## config.mk

```make
export PLATFORM = sky130hd
export DESIGN_NAME = dsadc_serial_port
export DESIGN_NICKNAME = d
export VERILOG_FILES = /design/src/rtl/dsadc_pkg.sv /design/src/rtl/dsadc_sync.sv /design/src/rtl/dsadc_conv_timer.sv /design/src/rtl/dsadc_out_shifter.sv /design/src/rtl/dsadc_serial_port.sv
export SDC_FILE = /design/constraint.sdc
export NUM_CORES = 1
export LEC_CHECK = 0
export BUFFER_PORTS_ARGS = -buffer_cell sky130_fd_sc_hd__buf_2
export CAP_MARGIN = 0
export CORE_AREA = 5 5 77 79
export CTS_CLUSTER_DIAMETER = 120
export DETAILED_ROUTE_END_ITERATION = 12
export DIE_AREA = 0 0 82 84
export GPL_ROUTABILITY_DRIVEN = 1
export PLACE_DENSITY = 0.75
export SLEW_MARGIN = 10
export SYNTH_ARGS = -nofsm -noshare
export SYNTH_HDL_FRONTEND = slang
export SYNTH_SLANG_ARGS = --single-unit
```

## constraint.sdc

```tcl
create_clock -name clk -period 1.7 [get_ports clk]
set_input_delay 0.17 -clock clk [delete_from_list [all_inputs] [get_ports clk]]
set_output_delay 0.17 -clock clk [all_outputs]
set_load 0.1 [all_outputs]
```

## src/rtl/dsadc_pkg.sv

```systemverilog
package dsadc_pkg;
  localparam int WORD_W = 32;
  localparam int CODE_W = 24;
  localparam int SUB_W  = 5;

  typedef enum logic [1:0] {
    ST_CONV  = 2'd0,
    ST_SLEEP = 2'd1,
    ST_DOUT  = 2'd2
  } port_state_t;

  // Result word: ready flag (0 = ready), fixed zero, sign, code, sub-LSB bits.
  function automatic logic [WORD_W-1:0] pack_word(input logic sign,
                                                  input logic [CODE_W-1:0] code,
                                                  input logic [SUB_W-1:0] sub);
    return {1'b0, 1'b0, sign, code, sub};
  endfunction
endpackage

```

## src/rtl/dsadc_sync.sv

```systemverilog
module dsadc_sync #(
  parameter int W = 2,
  parameter logic [W-1:0] RST_VAL = '1
) (
  input  logic         clk,
  input  logic         rst_n,
  input  logic [W-1:0] d,
  output logic [W-1:0] q
);
  logic [W-1:0] meta;

  always_ff @(posedge clk or negedge rst_n) begin
    if (!rst_n) begin
      meta <= RST_VAL;
      q    <= RST_VAL;
    end else begin
      meta <= d;
      q    <= meta;
    end
  end
endmodule

```

## src/rtl/dsadc_conv_timer.sv

```systemverilog
module dsadc_conv_timer #(
  parameter int CONV_CYCLES = 100
) (
  input  logic clk,
  input  logic rst_n,
  input  logic run,
  output logic done
);
  localparam int CNT_W = $clog2(CONV_CYCLES + 1);
  localparam logic [CNT_W-1:0] LAST = CNT_W'(CONV_CYCLES - 1);

  logic [CNT_W-1:0] cnt;

  assign done = run && (cnt == LAST);

  always_ff @(posedge clk or negedge rst_n) begin
    if (!rst_n)          cnt <= '0;
    else if (!run||done) cnt <= '0;
    else                 cnt <= cnt + 1'b1;
  end
endmodule

```

## src/rtl/dsadc_out_shifter.sv

```systemverilog
module dsadc_out_shifter #(
  parameter int WORD_W = 32
) (
  input  logic                       clk,
  input  logic                       rst_n,
  input  logic                       load,
  input  logic [WORD_W-1:0]          load_word,
  input  logic                       shift,
  output logic [WORD_W-1:0]          word_q,
  output logic [$clog2(WORD_W)-1:0]  bit_cnt,
  output logic                       last
);
  localparam int CNT_W = $clog2(WORD_W);

  assign last = (bit_cnt == CNT_W'(WORD_W - 1));

  always_ff @(posedge clk or negedge rst_n) begin
    if (!rst_n) begin
      word_q  <= '1;
      bit_cnt <= '0;
    end else if (load) begin
      word_q  <= load_word;
      bit_cnt <= '0;
    end else if (shift) begin
      word_q  <= {word_q[WORD_W-2:0], 1'b1};
      bit_cnt <= bit_cnt + 1'b1;
    end
  end
endmodule

```

## src/rtl/dsadc_serial_port.sv

```systemverilog
module dsadc_serial_port
  import dsadc_pkg::*;
#(
  parameter int CONV_CYCLES = 100
) (
  input  logic              clk,
  input  logic              rst_n,
  input  logic              cs_n,
  input  logic              sck,
  input  logic              res_sign,
  input  logic [CODE_W-1:0] res_code,
  input  logic [SUB_W-1:0]  res_sub,
  output logic              sdo,
  output logic              sdo_oe,
  output logic              int_clk_mode
);
  localparam int CNT_W = $clog2(WORD_W);

  // Named internal events, brought out for the checker.
  logic              cs_s, sck_s, cs_p, sck_p;
  logic              cs_fall, sck_fall;
  logic              conv_done, shift_en, last_bit;
  logic [WORD_W-1:0] word_q;
  logic [CNT_W-1:0]  bit_cnt;
  port_state_t       st_q, st_d;

  dsadc_sync #(.W(2), .RST_VAL(2'b11)) u_sync (
    .clk(clk), .rst_n(rst_n), .d({cs_n, sck}), .q({cs_s, sck_s})
  );

  always_ff @(posedge clk or negedge rst_n) begin
    if (!rst_n) begin
      cs_p  <= 1'b1;
      sck_p <= 1'b1;
    end else begin
      cs_p  <= cs_s;
      sck_p <= sck_s;
    end
  end

  assign cs_fall  = cs_p && !cs_s;
  assign sck_fall = sck_p && !sck_s;

  dsadc_conv_timer #(.CONV_CYCLES(CONV_CYCLES)) u_timer (
    .clk(clk), .rst_n(rst_n), .run(st_q == ST_CONV), .done(conv_done)
  );

  assign shift_en = (st_q == ST_DOUT) && sck_fall && !cs_s && !int_clk_mode;

  dsadc_out_shifter #(.WORD_W(WORD_W)) u_shift (
    .clk(clk), .rst_n(rst_n), .load(conv_done),
    .load_word(pack_word(res_sign, res_code, res_sub)),
    .shift(shift_en), .word_q(word_q), .bit_cnt(bit_cnt), .last(last_bit)
  );

  // Clock-source mode, latched on every chip-select fall.
  always_ff @(posedge clk or negedge rst_n) begin
    if (!rst_n)       int_clk_mode <= 1'b0;
    else if (cs_fall) int_clk_mode <= sck_s;
  end

  always_comb begin
    st_d = st_q;
    unique case (st_q)
      ST_CONV:  if (conv_done) st_d = ST_SLEEP;
      ST_SLEEP: if (!cs_s)     st_d = ST_DOUT;
      ST_DOUT: begin
        if (cs_s)                      st_d = ST_CONV;
        else if (shift_en && last_bit) st_d = ST_CONV;
      end
      default: st_d = ST_CONV;
    endcase
  end

  always_ff @(posedge clk or negedge rst_n) begin
    if (!rst_n) st_q <= ST_CONV;
    else        st_q <= st_d;
  end

  assign sdo    = (st_q == ST_CONV) ? 1'b1 : word_q[WORD_W-1];
  assign sdo_oe = !cs_s;
endmodule

```

==> results of run 1 <==
[registers in the layout, summed over array words and instances (netlist names)]
name and flops:
cs_p 1, int_clk_mode 1, sck_p 1, st_q 2, u_shift.bit_cnt 5, u_shift.word_q 32, u_sync.meta 2, u_sync.q 2
u_timer.cnt 7
[cell usage in the layout, fill, tap and decap left out, drive strengths merged]
cell type	instances
or3	3
inv	33
nor4	1
clkbuf	7
o21bai	1
nor3b	2
and3	1
dfstp	38
buf	50
a31o	2
clkinv	2
nand2	4
and2	1
or4	1
o31ai	1
nand3b	1
nor2	7
and4b	1
nand4	1
dfrtp	15
o21ai	8
or3b	2
dlygate4sd3	3
ha	3
a21boi	1
xnor2	1
a21oi	12
o311ai	29
a211o	2
xor2	2
nand3	66
[stage by stage]
| stage | worst slack [ns] | instance area [µm²] | setup TNS, ns | std cells | util [%] |
|---|---|---|---|---|---|
| 2_1_floorplan | -0.1358 | 2579 | -0.5928 | 262 | - |
| 3_3_place_gp | 0.09609 | 2925 | 0 | 361 | 55.51 |
| 3_5_place_dp | 0.06639 | 2925 | 0 | 361 | 55.51 |
| 4_1_cts | 0.04565 | 3052 | 0 | 372 | 57.91 |
| 5_1_grt | -0.005274 | 3095 | -0.006655 | 373 | 58.74 |
| 6_report | 0.05326 | 3095 | 0 | 373 | 58.74 |
[power by group]
group,leakage [nW],total (mW),internal (mW),switching (mW)
Sequential,0.592,1.29,1.28,0.00788
Combinational,0.754,0.162,0.0629,0.0994
Clock,0.0512,0.756,0.331,0.425
[worst min-delay path by stage]
| stage | start | endpoint | slack [ns] | cells past startpoint |
|---|---|---|---|---|
| CTS | res_sub[0] | u_shift.word_q[0]$_DFFE_PN1P_ | 0.07 | 3 |
| finish | res_sub[0] | u_shift.word_q[0]$_DFFE_PN1P_ | 0.07 | 3 |
| detailed placement | rst_n | u_timer.cnt[0]$_DFF_PN0_ | 0.08 | 1 |
| floorplan | rst_n | st_q[0]$_DFFE_PN0P_ | -0.13 | 0 |
| global placement | rst_n | u_timer.cnt[0]$_DFF_PN0_ | 0.07 | 1 |
| global route | res_sub[0] | u_shift.word_q[0]$_DFFE_PN1P_ | 0.07 | 3 |
[layout make-up]
type	instances	area (µm²)
clock inverters	2	13.76
repair buffers	54	402.9
multi-input cells	153	1005
well taps	72	90.09
inverters	33	123.9
fillers	482	2175
clock buffers	6	82.58
flip-flops and latches	53	1378
[layer usage]
layer | up-vias | routed length [µm] | part of all wire (%)
met3 | 13 | 259 | 4.6
met2 | 54 | 2834 | 50
met4 | 0 | 131 | 2.3
met1 | 1052 | 2449 | 43
li1 | 1022 | - | -
met5 | - | 0 | 0
[timing repair]
| action | CTS | global route |
|---|---|---|
| setup endpoints to repair | 0 | 5 |
| hold endpoints to repair | 6 | 0 |
| hold buffers | 3 | 0 |
| gates resized for setup | 0 | 4 |
[worst register-to-register path: cells and delay by family (launching register included)]
| family | cells | cell delay (ns) |
|---|---|---|
| AO/OA/AOI/OAI | 1 | 0.10 |
| flip-flops | 1 | 0.54 |
| AND/OR/NAND/NOR | 2 | 0.57 |
| buffers and inverters | 2 | 0.36 |
[kinds of logic after synthesis]
| kind of cell | Yosys count | synth area share, % |
|---|---|---|
| compound gates | 56 | 16.07 |
| buf+inv | 56 | 8.940 |
| simple gates | 91 | 18.86 |
| xor+xnor | 3 | 1.026 |
| fa+ha+maj | 3 | 1.466 |
| flops | 53 | 53.64 |
==> metrics, run 1 <==
share of cells above drive strength 1=36.21%; Net Count, Synth=299; Setup crit end=u_shift.word_q[9]$_DFFE_PN1P_; Critical Path Slowest Stage Cell=dfstp_2; R2R cell count=5; first-pass GRT wire length=9508 µm; initial drt markers=146; met2 GRT Util=27.63%; Area Overhead vs Synth=20.86%; max cap viols=0; top cells by area, synth=dfstp_2, dfrtp_1, nand3_1, o311ai_1, inv_1; PortBufs=36; number of inserted diodes=0; Overflow after GRT=0; pwr dens=713.6 nW/µm²; DRT Wirelength=5674 µm; Hold Vio Cnt, Final=0; nets=337; Worst Path Required=1.93 ns; Synth top cells by count=nand3_1, dfstp_2, inv_1; Clock Skews=0.009584 ns; ys async rst share=100.0%; largest stage delay on the critical path=0.54 ns; max-slew violations=0; Final setup viols=0; startpoint types=register; most common cell in the netlist=nand3_1; die area=6888 µm²; top-area cell type share of the netlist area=38.98%; post-synthesis sequential area ratio=53.64%; Die W=82 µm; mapped cell area=2561 µm²; Reg2Reg Setup Slack=0.05 ns; Buf+Inv Stages, Crit Path=2; number of global-route vias before repair=2091; Top Usage Layer GRT=met2; DP Wirelength=3444 µm; LEAKAGE=1.397 nW; Final min period=1.647 ns; # DRC=0; gr usage total=17.21%; Mapped Cells=262; postcts setup bufs=0; routed vias/inst=5.740; Final Wtd Congestion=0.7492; standard-cell rows=27; crit-path cells=or3b_4 > buf_4 > nor2_4 > clkbuf_16 > o311ai_1; WL per Instance=15.21 µm; Arr. time, crit path=1.88 ns; Initial Util=48.60%; Synth Flop Type=dfstp_2; synthesized area per cell=9.776 µm²; EDFF count, synth=0; Critical Path Start=sck_p$_DFF_PN1_; Worst Setup Path Type=register to register; met3 Usage GRT=3.132%; vias=2141; f_max=0.6073 GHz; outcome=completed; Clock Path Buffers=2; Synth Warn #=0; flops & latches, synth=53; VDD IR-drop max=515.5 µV; Worst R2R End=u_shift.word_q[9]$_DFFE_PN1P_; Slew @ Worst Pin=0.4851 ns; ANT nets after route=0; Yosys cell types=32; CTS clock-pin slew for the worst setup and hold paths=0.10 ns; Top delay family on crit path=simple AND/OR/NAND/NOR gates; num ports=37; leading area contributor after synthesis=dfstp_2; CTS H-Tree Depth=2; core area=5270 µm²; reg-to-reg critical path startpoint=sck_p$_DFF_PN1_; die height=84 µm; critical path fanouts, max=14; CTS Buf Count=5; Pwr Total=2.209 mW; met1 Use GR=23.03%; CTS tree=done; Num Clock Sinks=53; worst-skew pair later-pin latency=0.31 ns; critical path depth=5; Root Driver=clkbuf_8; hold_ws=0.07390 ns; crit end category=register; Initial DRT Pass Iterations=4; largest net degree at the start of global routing=38; Max-slew headroom=67.88%; antenna violations before repair=0; HP Class=input pin to register; Final Cycle Share=96.87%
No activity file was read; power rests on OpenSTA's default activity.
==> inputs of run 2 (changes only) <==
--- a/config.mk
+++ b/config.mk
@@ -5,14 +5,14 @@
 export SDC_FILE = /design/constraint.sdc
 export NUM_CORES = 1
 export LEC_CHECK = 0
-export BUFFER_PORTS_ARGS = -buffer_cell sky130_fd_sc_hd__buf_2
-export CAP_MARGIN = 0
-export CORE_AREA = 5 5 77 79
+export CAP_MARGIN = 20
+export CORE_AREA = 5 5 74 76
 export CTS_CLUSTER_DIAMETER = 120
 export DETAILED_ROUTE_END_ITERATION = 12
-export DIE_AREA = 0 0 82 84
+export DIE_AREA = 0 0 79 81
+export DONT_BUFFER_PORTS = 1
 export GPL_ROUTABILITY_DRIVEN = 1
-export PLACE_DENSITY = 0.75
+export PLACE_DENSITY = 0.74
 export SLEW_MARGIN = 10
 export SYNTH_ARGS = -nofsm -noshare
 export SYNTH_HDL_FRONTEND = slang
==> run 2 against run 1 <==
  * Routed wire length shrank 1.9%
  * Final cell count decreased by 12%
  * Non-clock buffer count decreased by 27
  * Critical path type unchanged
  * Largest cell class unchanged
==> metrics, run 2 (synthesis results as in run 1) <==
outcome=completed; Initial DRT Pass Iterations=4 (unchanged); HP Class=input pin to register; Worst Setup Path Type=register to register; hold path depth=2 (-1); top flop regs=u_shift.word_q (32), u_timer.cnt (7), u_shift.bit_cnt (5); Worst Path Required=1.92 ns (about the same); P_sw=0.4861 mW (-8.7%); num ports=37 (unchanged); WL per Instance=16.97 µm (+12%); max cap viols=0 (unchanged); die height=81 µm (-3.6%); DRT Wirelength=5566 µm (-1.9%); DP Area=2755 µm² (-5.8%); Overflow after GRT=0 (unchanged); CTS clock-pin slew for the worst setup and hold paths=0.09 ns (about the same); gr usage total=18.77% (+1.6 points); vias=2039 (-4.8%); met1 Use GR=25.00% (+2.0 points); Root Driver=clkbuf_8; met3 Usage GRT=3.659% (+0.53 points); standard-cell rows=25 (-7.4%); Buf+Inv Stages, Crit Path=2 (unchanged); Internal=1.802 mW (+7.5%); crit-path cells=or3b_1 > buf_4 > nor2_2 > buf_12 > o311ai_1; Clock Path Buffers=2 (unchanged); largest net degree at the start of global routing=54 (+42%); Hold Vio Cnt, Final=0 (unchanged); VDD IR-drop max=390.6 µV (-24%); fin cells=328 (-12%); fin area=3012 µm² (-2.7%); Slew @ Worst Pin=0.3161 ns (-0.1690 ns); hold_ws=0.005730 ns (-0.06817 ns); pwr dens=759.6 nW/µm² (+6.4%); Die W=79 µm (-3.7%); number of inserted diodes=0 (unchanged); Max-slew headroom=78.75% (+11 points); CTS Buf Count=5 (unchanged); Reg with most FFs=u_shift.word_q; antenna violations before repair=0 (unchanged); commonest non-fill, non-tap cells in the layout=nand3_1, dfstp_2, inv_1; f_max=0.6185 GHz (+1.9%); Top Usage Layer GRT=met2; commonest non-fill, non-tap cell in the layout=nand3_1; CTS tree=done; Comb pwr share=5.6% (-1.7 points); crit end category=register; worst-skew pair later-pin latency=0.30 ns (about the same); RSZ-0062 raised after global routing=yes; PortBufs=0 (-100%); routed vias/inst=6.216 (+8.3%); share of cells above drive strength 1=29.93% (-6.3 points); sequential power share=56.3% (-2.1 points); number of global-route vias before repair=2001 (-4.3%); number of fill cells=366 (-24%); Clock Skews=0.006393 ns (-0.003191 ns); initial drt markers=184 (+26%); Final setup viols=0 (unchanged); core area=4661 µm² (-12%); startpoint types=register; setup TNS=0 ns (unchanged); DP Wirelength=3601 µm (+4.6%); LEAKAGE=1.312 nW (-6.1%); critical path fanouts, max=24 (+10); met2 GRT Util=30.39% (+2.8 points); R2R cell count=5 (unchanged); clock share of power=38.1% (+3.9 points); Final Cycle Share=95.11% (-1.8 points); max FFs per register=32 (unchanged); Sw Share=21.25% (-2.9 points); die area=6399 µm² (-7.1%); Arr. time, crit path=1.84 ns (-0.04 ns); nets=310 (-8.0%); Initial Util=54.95% (+6.4 points); # DRC=0 (unchanged); first-pass GRT wire length=9432 µm (-0.80%); Area Overhead vs Synth=17.59%; ANT nets after route=0 (unchanged); Num Clock Sinks=53 (unchanged); CTS H-Tree Depth=2 (unchanged); Final min period=1.617 ns (-0.02994 ns); Critical Path Slowest Stage Cell=dfstp_2; max-slew violations=0 (unchanged); critical path depth=5 (unchanged); Final Wtd Congestion=0.7833 (+4.6%); Top delay family on crit path=flip-flops; largest stage delay on the critical path=0.53 ns (about the same); Post-Place Cells=313 (-13%)
run 2: cell types whose count changed in the layout (fill, tap and decap cells not counted), sizes merged:
cell | before | now
buf | 50 | 21
bufinv | 0 | 1
dlygate4sd3 | 3 | 6
clkinv | 2 | 0
run 2: cell type report:
type	instances	area, µm²	area share (%)
well taps	54	67.56	2.243
clock buffers	7	86.33	2.867
clock inverters	1	30.03	0.9971
repair buffers	27	287.8	9.555
inverters	33	123.9	4.113
flip-flops and latches	53	1378	45.74
multi-input cells	153	1039	34.48
run 2: metrics by stage:
step / setup WS [ns] / power [mW] / utilization, %
3_3_place_gp: 0.1239 / 1.395 / 59.11
6_report: 0.08321 / 2.288 / 64.62
3_5_place_dp: 0.06346 / 1.396 / 59.11
4_1_cts: 0.03967 / 2.317 / 63.49
5_1_grt: -0.01426 / 2.380 / 64.62
2_1_floorplan: -0.1358 / 1.367 / -
run 2: path summary, 6_finish.rpt:
path / startpoint / endpoint / slack [ns]
max: sck_p$_DFF_PN1_ / u_shift.word_q[20]$_DFFE_PN1P_ / 0.08
max in group asynchronous: rst_n / u_shift.word_q[15]$_DFFE_PN1P_ / 1.03
min: res_sign / u_shift.word_q[29]$_DFFE_PN1P_ / 0.006
max reg2reg: sck_p$_DFF_PN1_ / u_shift.word_q[20]$_DFFE_PN1P_ / 0.08
min reg2reg: u_sync.meta[1]$_DFF_PN1_ / u_sync.q[1]$_DFF_PN1_ / 0.35
min in group asynchronous: rst_n / int_clk_mode$_DFFE_PN0P_ / 0.39
run 2: repair_timing:
action | 4_1_cts | 5_1_grt
setup buffers | 0 | 0
resized for setup | 0 | 7
hold endpoints to repair | 58 | 0
hold buffers | 7 | 0
setup endpoints to repair | 0 | 9
run 2: metal layers:
metal	part of all wire [%]	wire length, µm
met1	44	2430
met2	51	2819
met3	4.3	239
met4	1.4	77
met5	0	0
run 2: power by group through the flow:
stage                     combinational, mW  clock (mW)  sequential (mW)
final                                 0.128       0.872             1.29
after global routing                  0.139       0.951             1.29
after CTS                             0.130       0.899             1.29
after detailed placement             0.0861           0             1.31
after global placement               0.0859           0             1.31
after floorplan                      0.0351           0             1.33
==> inputs of run 3 (changes only) <==
--- a/config.mk
+++ b/config.mk
@@ -5,6 +5,7 @@
 export SDC_FILE = /design/constraint.sdc
 export NUM_CORES = 1
 export LEC_CHECK = 0
+export ABC_AREA = 0
 export CAP_MARGIN = 20
 export CORE_AREA = 5 5 74 76
 export CTS_CLUSTER_DIAMETER = 120
@@ -13,6 +14,8 @@
 export DONT_BUFFER_PORTS = 1
 export GPL_ROUTABILITY_DRIVEN = 1
 export PLACE_DENSITY = 0.74
+export RECOVER_POWER = 50
+export REMOVE_ABC_BUFFERS = 1
 export SLEW_MARGIN = 10
 export SYNTH_ARGS = -nofsm -noshare
 export SYNTH_HDL_FRONTEND = slang
==> run 3 against run 2 <==
  * Register-to-register slack got worse by 0.04 ns
  * Final cell count shrank 1.5%
  * Cell area down 3.8%
  * Core utilization down 2.4 points
  * Die area stayed put
  * Worst setup slack worse by 0.039 ns
  * First-iteration DRC count is 1.6% lower
  * Count of clock-buffer cells in the layout up 1
  * Hold slack better by 0.0019 ns
==> metrics, run 3 (synthesis results as in run 1) <==
outcome=completed; Final Wtd Congestion=0.7651 (-2.3%); CTS clock-pin slew for the worst setup and hold paths=0.09 ns (about the same); num ports=37 (unchanged); f_max=0.6039 GHz (-2.4%); die area=6399 µm² (unchanged); pwr dens=733.7 nW/µm² (-3.4%); DP Wirelength=3340 µm (-7.2%); DRT Wirelength=5515 µm (-0.92%); PortBufs=0 (unchanged); Critical Path Start=u_timer.cnt[0]$_DFF_PN0_; HP Class=input pin to register; largest stage delay on the critical path=0.41 ns (-0.12 ns); Clock Path Buffers=2 (unchanged); initial drt markers=181 (-1.6%); nets=304 (-1.9%); hold path depth=2 (unchanged); Final Cycle Share=97.41% (+2.3 points); Arr. time, crit path=1.85 ns (about the same); LEAKAGE=1.259 nW (-4.0%); max FFs per register=32 (unchanged); Overflow after GRT=0 (unchanged); postcts setup bufs=0 (unchanged); commonest non-fill, non-tap cells in the layout=nand3_1, dfstp_2, inv_1; Reg2Reg Setup Slack=0.04 ns (-0.04 ns); Worst Setup Path Type=register to register; first-pass GRT wire length=9473 µm (+0.43%); WHS Endpoint=u_shift.word_q[24]$_DFFE_PN1P_; Hold Path Origin=res_code[19]; Slew @ Worst Pin=1.254 ns (+0.9382 ns); critical path fanouts, max=37 (+54%); Worst R2R End=u_shift.word_q[27]$_DFFE_PN1P_; setup TNS=0 ns (unchanged); gr usage total=18.78% (about the same); R2R cell count=5 (unchanged); CTS tree=done; Area Overhead vs Synth=13.14%; crit end category=register; vias=1999 (-2.0%); number of fill cells=383 (+4.6%); VDD IR-drop max=371.0 µV (-5.0%); Final setup viols=0 (unchanged); core area=4661 µm² (unchanged); Hold Vio Cnt, Final=0 (unchanged); Root Driver=clkbuf_8; standard-cell rows=25 (unchanged); RSZ-0062 raised after global routing=yes; Max-slew headroom=16.38% (-62 points); max-slew violations=0 (unchanged); commonest non-fill, non-tap cell in the layout=nand3_1; routed vias/inst=6.189 (-0.44%); Reg with most FFs=u_shift.word_q; crit-path cells=ha_2 > and4b_2 > and2_1 > buf_12 > o311ai_1; share of cells above drive strength 1=27.61% (-2.3 points); Clock Skews=0.008559 ns (+0.002165 ns); Initial Util=54.95% (unchanged); WL per Instance=17.07 µm (+0.62%); Final min period=1.656 ns (+0.03919 ns); worst-skew pair later-pin latency=0.30 ns (about the same); die height=81 µm (unchanged); Num Clock Sinks=53 (unchanged); number of global-route vias before repair=2023 (+1.1%); reg-to-reg critical path startpoint=u_timer.cnt[0]$_DFF_PN0_; final setup margin=0.04401 ns (-0.03919 ns); Initial DRT Pass Iterations=4 (unchanged); CTS Buf Count=5 (unchanged); pre-CTS WS=0.02795 ns (-0.03551 ns); Worst Path Required=1.90 ns (-0.02 ns); antenna violations before repair=0 (unchanged); max cap viols=0 (unchanged); top flop regs=u_shift.word_q (32), u_timer.cnt (7), u_shift.bit_cnt (5); startpoint types=register; # DRC=0 (unchanged); CTS H-Tree Depth=2 (unchanged); ANT nets after route=0 (unchanged); Die W=79 µm (unchanged); largest net degree at the start of global routing=54 (unchanged); Critical Path Slowest Stage Cell=dfrtp_1
run 3: cell count changes in the layout (fill, tap and decap cells not counted), sizes merged:
cell and delta:
bufinv -1, dlygate4sd3 -2, clkbuf +2, buf -5
diode +1
run 3: metrics by stage:
stage	util [%]	instance area (µm²)	cells	total power, mW	hold slack [ns]
finish	62.17	2898	323	2.126	0.007664
global route	62.12	2895	322	2.202	0.01217
CTS	61.88	2884	322	2.155	0.004258
detailed placement	58.34	2719	309	1.396	-0.1238
global placement	58.34	2719	309	1.396	-0.1232
floorplan	-	2456	239	1.362	-0.1256
run 3: layer usage:
metal  vias up  wire [µm]  global-route usage (%)
met5         -          0                       0
met4         0         46                   7.045
li1        950          -                       -
met2        39       2696                   29.88
met1      1005       2491                   24.71
met3         5        280                   5.100
run 3: critical path: cells and delay by family (launching register included):
| kind | cells | cell delay [ns] |
|---|---|---|
| compound gates | 1 | 0.33 |
| buf+inv | 1 | 0.18 |
| flops | 1 | 0.41 |
| fa+ha+maj | 1 | 0.21 |
| simple gates | 2 | 0.42 |
run 3: worst max path at each step:
stage	slack, ns	depth (start not counted)	to
2_1_floorplan	-2.21	3	u_shift.word_q[10]$_DFFE_PN1P_
3_3_place_gp	0.1	3	u_shift.bit_cnt[3]$_DFFE_PN0P_
3_5_place_dp	0.03	5	u_shift.word_q[27]$_DFFE_PN1P_
4_1_cts	0.004	5	u_shift.word_q[27]$_DFFE_PN1P_
5_1_grt	-0.01	2	u_timer.cnt[4]$_DFF_PN0_
6_report	0.04	5	u_shift.word_q[27]$_DFFE_PN1P_
run 3: layout make-up:
cell class | count | area (µm²) | share of cell area, %
Clock buffer | 8 | 90.09 | 3.109
Tap cell | 54 | 67.56 | 2.332
Antenna cell | 1 | 2.502 | 0.08636
Multi-Input combinational cell | 153 | 1025 | 35.36
Timing Repair Buffer | 21 | 215.2 | 7.427
Sequential cell | 53 | 1374 | 47.41
Inverter | 33 | 123.9 | 4.275
run 3: power by group:
part / leakage [nW] / switching [mW] / internal, mW
Sequential: 0.592 / 0.00713 / 1.28
Clock: 0.0455 / 0.388 / 0.333
Combinational: 0.621 / 0.0856 / 0.0324
Total: 1.26 / 0.481 / 1.65
run 3: timing repair:
item | 4_1_cts | 5_1_grt
cloned | 0 | 0
setup endpoints to repair | 1 | 24
hold buffers | 5 | 0
hold endpoints to repair | 56 | 0
resized for setup | 1 | 6
